`src/rtl/sdac_pkg.sv`:
```
package sdac_pkg;
  localparam int WORD_W = 16;
  localparam int BYTE_W = 8;
  localparam int CODE_W = 12;
  localparam int MODE_W = 2;

  typedef enum logic [2:0] {
    ST_IDLE, ST_PRE, ST_HI, ST_LO, ST_GAP, ST_ABT
  } sdac_st_e;

  function automatic logic [WORD_W-1:0] sdac_build(input logic [CODE_W-1:0] code,
                                                   input logic [MODE_W-1:0] mode);
    return {2'b00, mode, code};
  endfunction
endpackage

```
`src/rtl/sdac_word_pack.sv`:
```
module sdac_word_pack
  import sdac_pkg::*;
#(
  parameter bit LSB_FIRST = 1'b1
) (
  input  logic [CODE_W-1:0] code_i,
  input  logic [MODE_W-1:0] mode_i,
  output logic [WORD_W-1:0] word_o
);
  logic [WORD_W-1:0] raw;
  assign raw = sdac_build(code_i, mode_i);

  generate
    if (LSB_FIRST) begin : g_mirror
      for (genvar g = 0; g < WORD_W; g++) begin : g_bit
        assign word_o[g] = raw[(g / BYTE_W) * BYTE_W + (BYTE_W - 1 - (g % BYTE_W))];
      end
    end else begin : g_plain
      assign word_o = raw;
    end
  endgenerate
endmodule

```
`src/rtl/sdac_shifter.sv`:
```
module sdac_shifter
  import sdac_pkg::*;
#(
  parameter bit LSB_FIRST = 1'b1
) (
  input  logic              clk_i,
  input  logic              rst_ni,
  input  logic              load_i,
  input  logic [WORD_W-1:0] word_i,
  input  logic              shift_i,
  input  logic              byte_sel_i,
  output logic              bit_o
);
  logic [WORD_W-1:0] sr_q;

  generate
    if (LSB_FIRST) begin : g_lsb
      // byte engine: upper byte first, each byte shifted out from bit 0
      always_ff @(posedge clk_i or negedge rst_ni) begin
        if (!rst_ni) sr_q <= '0;
        else if (load_i) sr_q <= word_i;
        else if (shift_i) begin
          if (!byte_sel_i) sr_q[WORD_W-1:BYTE_W] <= {1'b0, sr_q[WORD_W-1:BYTE_W+1]};
          else             sr_q[BYTE_W-1:0]      <= {1'b0, sr_q[BYTE_W-1:1]};
        end
      end
      assign bit_o = byte_sel_i ? sr_q[0] : sr_q[BYTE_W];
    end else begin : g_msb
      always_ff @(posedge clk_i or negedge rst_ni) begin
        if (!rst_ni) sr_q <= '0;
        else if (load_i) sr_q <= word_i;
        else if (shift_i) sr_q <= {sr_q[WORD_W-2:0], 1'b0};
      end
      assign bit_o = sr_q[WORD_W-1];
    end
  endgenerate
endmodule

```
`src/rtl/sdac_phase_tmr.sv`:
```
module sdac_phase_tmr #(
  parameter int CNT_W = 8
) (
  input  logic             clk_i,
  input  logic             rst_ni,
  input  logic             load_i,
  input  logic [CNT_W-1:0] len_i,
  output logic             expire_o
);
  logic [CNT_W-1:0] cnt_q;

  always_ff @(posedge clk_i or negedge rst_ni) begin
    if (!rst_ni) cnt_q <= '0;
    else if (load_i) cnt_q <= (len_i == '0) ? '0 : len_i - 1'b1;
    else if (cnt_q != '0) cnt_q <= cnt_q - 1'b1;
  end

  assign expire_o = (cnt_q == '0);
endmodule

```
`src/rtl/sdac_frame_tx.sv`:
```
module sdac_frame_tx
  import sdac_pkg::*;
#(
  parameter int DIV_W            = 8,
  parameter int FS_HI_CYC        = 2,
  parameter int GAP_CYC          = 4,
  parameter bit LSB_FIRST_ENGINE = 1'b1
) (
  input  logic              clk_i,
  input  logic              rst_ni,
  input  logic              cmd_valid_i,
  output logic              cmd_ready_o,
  input  logic [CODE_W-1:0] cmd_code_i,
  input  logic [MODE_W-1:0] cmd_mode_i,
  input  logic              byte_mode_i,
  input  logic [DIV_W-1:0]  half_div_i,
  input  logic              abort_i,
  output logic              busy_o,
  output logic              fs_o,
  output logic              sclk_o,
  output logic              sdo_o
);
  localparam int AUX_W = $clog2(FS_HI_CYC + GAP_CYC + 2);
  localparam int CNT_W = (DIV_W > AUX_W) ? DIV_W : AUX_W;
  localparam int BIT_W = $clog2(WORD_W);

  sdac_st_e         st_q, st_d;
  logic [BIT_W-1:0] bit_q;
  logic             tmr_load, tmr_exp, sh_load, sh_shift, bit_inc, last_bit;
  logic [CNT_W-1:0] tmr_len, half_eff;
  logic [WORD_W-1:0] word;

  assign half_eff = (half_div_i == '0) ? CNT_W'(1) : CNT_W'(half_div_i);
  assign last_bit = (bit_q == BIT_W'(WORD_W - 1));

  sdac_word_pack #(.LSB_FIRST(LSB_FIRST_ENGINE)) u_pack (
    .code_i (cmd_code_i),
    .mode_i (cmd_mode_i),
    .word_o (word)
  );

  sdac_shifter #(.LSB_FIRST(LSB_FIRST_ENGINE)) u_shift (
    .clk_i      (clk_i),
    .rst_ni     (rst_ni),
    .load_i     (sh_load),
    .word_i     (word),
    .shift_i    (sh_shift),
    .byte_sel_i (bit_q[BIT_W-1]),
    .bit_o      (sdo_o)
  );

  sdac_phase_tmr #(.CNT_W(CNT_W)) u_tmr (
    .clk_i    (clk_i),
    .rst_ni   (rst_ni),
    .load_i   (tmr_load),
    .len_i    (tmr_len),
    .expire_o (tmr_exp)
  );

  always_comb begin
    st_d     = st_q;
    tmr_load = 1'b0;
    tmr_len  = '0;
    sh_load  = 1'b0;
    sh_shift = 1'b0;
    bit_inc  = 1'b0;
    unique case (st_q)
      ST_IDLE: if (cmd_valid_i) begin
        st_d = ST_PRE; tmr_load = 1'b1; tmr_len = CNT_W'(FS_HI_CYC); sh_load = 1'b1;
      end
      ST_PRE, ST_HI, ST_GAP: begin
        if (abort_i) begin
          st_d = ST_ABT; tmr_load = 1'b1; tmr_len = CNT_W'(FS_HI_CYC);
        end else if (tmr_exp) begin
          tmr_load = 1'b1; tmr_len = half_eff;
          if (st_q == ST_HI) st_d = ST_LO;
          else begin
            st_d = ST_HI;
            if (st_q == ST_GAP) begin sh_shift = 1'b1; bit_inc = 1'b1; end
          end
        end
      end
      ST_LO: begin
        // falling edge already happened on the last bit: abort no longer applies
        if (abort_i && !last_bit) begin
          st_d = ST_ABT; tmr_load = 1'b1; tmr_len = CNT_W'(FS_HI_CYC);
        end else if (tmr_exp) begin
          if (last_bit) st_d = ST_IDLE;
          else if (byte_mode_i && bit_q == BIT_W'(BYTE_W - 1)) begin
            st_d = ST_GAP; tmr_load = 1'b1; tmr_len = CNT_W'(GAP_CYC);
          end else begin
            st_d = ST_HI; tmr_load = 1'b1; tmr_len = half_eff;
            sh_shift = 1'b1; bit_inc = 1'b1;
          end
        end
      end
      ST_ABT: if (tmr_exp) st_d = ST_IDLE;
      default: st_d = ST_IDLE;
    endcase
  end

  always_ff @(posedge clk_i or negedge rst_ni) begin
    if (!rst_ni) begin
      st_q  <= ST_IDLE;
      bit_q <= '0;
    end else begin
      st_q <= st_d;
      if (sh_load) bit_q <= '0;
      else if (bit_inc) bit_q <= bit_q + 1'b1;
    end
  end

  assign cmd_ready_o = (st_q == ST_IDLE);
  assign busy_o      = (st_q != ST_IDLE);
  assign fs_o        = (st_q == ST_PRE) || (st_q == ST_ABT);
  assign sclk_o      = (st_q == ST_HI);

  AST_READY_DROP: assert property (@(posedge clk_i) disable iff (!rst_ni)
    cmd_valid_i && cmd_ready_o |=> !cmd_ready_o);

  AST_SDO_STABLE_FALL: assert property (@(posedge clk_i) disable iff (!rst_ni)
    $fell(sclk_o) |-> $stable(sdo_o));

  AST_NO_SCLK_FS_HIGH: assert property (@(posedge clk_i) disable iff (!rst_ni)
    sclk_o |-> !fs_o);

  AST_ABORT_RAISES_FS: assert property (@(posedge clk_i) disable iff (!rst_ni)
    abort_i && (st_q inside {ST_PRE, ST_HI, ST_GAP} || (st_q == ST_LO && !last_bit))
    |=> fs_o && !sclk_o);

  generate
    if (FS_HI_CYC >= 2) begin : g_fs_min
      AST_FS_HIGH_MIN: assert property (@(posedge clk_i) disable iff (!rst_ni)
        $fell(fs_o) |-> $past(fs_o, 2));
    end
  endgenerate
endmodule

```
`config.mk`:
```
export PLATFORM = sky130hd
export DESIGN_NAME = sdac_frame_tx
export DESIGN_NICKNAME = d
export VERILOG_FILES = /design/src/rtl/sdac_pkg.sv /design/src/rtl/sdac_word_pack.sv /design/src/rtl/sdac_shifter.sv /design/src/rtl/sdac_phase_tmr.sv /design/src/rtl/sdac_frame_tx.sv
export SDC_FILE = /design/constraint.sdc
export NUM_CORES = 1
export LEC_CHECK = 0
export BUFFER_PORTS_ARGS = -buffer_cell sky130_fd_sc_hd__buf_2
export CAP_MARGIN = 0
export CORE_AREA = 3 3 75 56
export DETAILED_ROUTE_END_ITERATION = 7
export DIE_AREA = 0 0 78 59
export PLACE_DENSITY = 0.84
export SLEW_MARGIN = 15
export SYNTH_ARGS = -nofsm -noshare
export SYNTH_HDL_FRONTEND = slang
export SYNTH_SLANG_ARGS = --single-unit
```
`constraint.sdc`:
```
create_clock -name clk_i -period 6.5 [get_ports clk_i]
set_input_delay 0 -clock clk_i [delete_from_list [all_inputs] [get_ports clk_i]]
set_output_delay 0 -clock clk_i [all_outputs]
set_load 0.01 [all_outputs]
```
==> metrics.yaml <==
critical_path:
  cp_data_required_time_ps: 6710
  cp_num_buf_inv: 1
  critical-path-top-delay-family: "simple AND/OR/NAND/NOR gates"
  slowest_stage: "or4_4"
  cp_cell_sequence: "inv_1 > ha_1 > nor3b_1 > nand2_2 > or4_4 > ha_1 > nand3_1 > o32ai_1 > a221o_1 > a21oi_1"
  worst_setup_path_end_kind: "flop"
  critical_path_class: "flop to flop"
  start_kind: "flop"
  max_stage_delay_ps: 560
  cp_common_cell: "ha_1"
  cp_max_fo: 6
  cp.arrival_ps: 3210
timing:
  rsz0062_at_grt: "false"
  fin_crit_ps: 3000
  slew_violations: 0
  max_freq_mhz: 334
  finalSetupTns_ps: 0
  tightest_slew_ps: 984
  setup-violations-final: 0
  post-route-period-util_pct: 46.1
  finalHoldViolCount: 0
  slew_headroom_pct: 34.4
  clock_skew_ps: 2.45
placement:
  place.gp.congestion: 0.891
  dpl_cell_area_um2: 2250
  portBuffers: 31
  place_hpwl_um: 3370
drt:
  drc: 0
  ant_nets: 0
  drt_iter0_drc: 162
  vias_per_cell: 5.86
  dr.pass1.iters: 4
  wl_um: 4670
  wl_per_cell_um: 15.0
  vias: 1828
finish:
  multi_input_area_um2: 1230
  seqCellArea_um2: 776
  finalNetCount: 294
  final_cell_area_um2: 2430
  drive_above_1_share_pct: 21.8
  nFillCells: 292
  antenna_cells: 0
  syn2layout_area_growth_pct: 16.0
cts:
  clock-root-buffer: "clkbuf_8"
  clkSlewWorstSetupHoldPaths_ps: 60
  ctsHtreeMaxLevel: 2
  cts_tree: "yes"
  clock-sinks: 31
  clk_path_buf_depth: 2
  clock_latency_ps: 280
  cts_buffers: 5
global_routing:
  gr-usage-all-layers_pct: 22.3
  grt_pass1_wl_um: 7960
  grt_max_degree: 32
  antenna_found_initial: 0
  overflow: 0
  grt_pass1_vias: 1709
run_status:
  status: "finished clean"
die:
  pin_count: 32
  dieArea_um2: 4600
  core-area_um2: 3510
  die-width_um: 78
  row_count: 18
  die_height_um: 59
  start_util_pct: 59.6
job:
  drv_cap: 0
synth:
  netlist_area_um2: 2090
  yosys_warnings: 0
  synth_edf_count: 0
  avgSynthCellArea_um2: 9.23
  synth_ff_type: "dfrtp_1"
  synth_cell_types: 61
  synth-seq-area-share_pct: 37.0
  synthArstFlopShare_pct: 100
  synth_area_leader_cell: "dfrtp_1"
  ys_top_cells_by_area: "dfrtp_1 37%, mux2i_1 7.6%, nand2_1 5.6%"
  synth_top_area_share_pct: 37.0
  synth_cells: 227
  synth-seq-cells: 31
  syn_nets: 259
power:
  p_per_area_nw_per_um2: 436
  vdd_drop_max_v: 0.000276
  leakage_uw: 0.00107
hold_path:
  worstHoldPathType: "input port to flop"
## cells by family (layout without fill, tap and decap cells)
| kind of cell | count (synthesis) | after routing | synth area share, % |
|---|---|---|---|
| mux | 18 | 18 | 8.72 |
| fa+ha+maj | 5 | 5 | 2.99 |
| buf+inv | 17 | 52 | 4.18 |
| xor+xnor | 11 | 11 | 4.60 |
| flops | 31 | 31 | 37.0 |
| compound gates | 57 | 57 | 20.4 |
| simple gates | 88 | 88 | 22.0 |
## cells in the mapped netlist, types with 4 or more instances
cell,count
nand2_1,31
nor2_1,21
nor3_1,6
o21ai_0,9
mux2i_1,16
and2_1,4
dfrtp_1,31
nand3_1,5
ha_1,5
xor2_1,4
inv_1,6
xnor2_1,7
buf_2,4
a21oi_1,8
o21ai_1,9
## per-layer routing
metal	vias to the layer above	global-route usage [%]	wire, µm
met2	51	34.3	2090
met1	877	31.5	2290
met5	-	0	0
met3	6	5.02	234
li1	894	-	-
met4	0	7.98	60
## metrics by stage
step                      instances  util [%]  hold slack (ps)  total power, µW  worst slack [ps]
after floorplan                 227         -             -296              760              3980
after global placement          297      64.0             69.3              852              3690
after detailed placement        297      64.0             72.3              867              3590
after CTS                       312      69.2             4.08             1060              3560
after global routing            312      69.2             15.9             1150              3350
final                           312      69.2             3.18             1060              3500
## where the power goes
| part | total, µW | switching [µW] | internal [µW] |
|---|---|---|---|
| Sequential | 346 | 77.4 | 269 |
| Clock | 182 | 69.7 | 112 |
| Combinational | 532 | 301 | 231 |
| Total | 1060 | 448 | 612 |
## worst min-delay path, cell delays in order
cell	delay, ps
buf_2	80
mux2i_1	60
o21ai_1	110
## cells in the final DEF (no fill, tap or decap), types with 3 or more instances in the layout
master | synthesis | final
nand2_1 | 31 | 31
dfrtp_1 | 31 | 31
buf_2 | 4 | 31
nor2_1 | 21 | 21
mux2i_1 | 16 | 16
o21ai_1 | 9 | 9
o21ai_0 | 9 | 9
a21oi_1 | 8 | 8
dlygate4sd3_1 | 0 | 8
xnor2_1 | 7 | 7
inv_1 | 6 | 6
nor3_1 | 6 | 6
nand3_1 | 5 | 5
ha_1 | 5 | 5
clkbuf_8 | 0 | 5
and2_1 | 4 | 4
xor2_1 | 4 | 4
o21ai_2 | 3 | 3
or3_1 | 3 | 3
## registers in the layout, summed over array words and instances (netlist names)
register and count:
u_shift.sr_q 16, bit_q 4, st_q 3, u_tmr.cnt_q 8
## final timing paths
| path | start | endpoint | slack, ps | cells after the start |
|---|---|---|---|---|
| max | u_tmr.cnt_q[0] | u_tmr.cnt_q[6] | 3500 | 10 |
| min | cmd_code_i[1] | u_shift.sr_q[6] | 3 | 3 |
| max reg2reg | u_tmr.cnt_q[0] | u_tmr.cnt_q[6] | 3500 | 10 |
| min reg2reg | u_shift.sr_q[1] | u_shift.sr_q[1] | 480 | 2 |
| max in group asynchronous | rst_ni | u_tmr.cnt_q[7] | 5780 | 2 |
| min in group asynchronous | rst_ni | u_shift.sr_q[2] | 290 | 2 |
## final cells by class
cell class	instances	area share, %
clock buffers	6	2.99
clock inverters	1	1.24
inverters	6	0.927
multi-input cells	179	50.7
flip-flops and latches	31	31.9
well taps	50	2.57
repair buffers	39	9.68
## what timing repair did
item	4_1_cts	5_1_grt
hold buffers	8	0
hold endpoints to repair	38	0
setup buffers	0	0
gates resized for setup	0	0
Power figures use the tool's default switching activity.
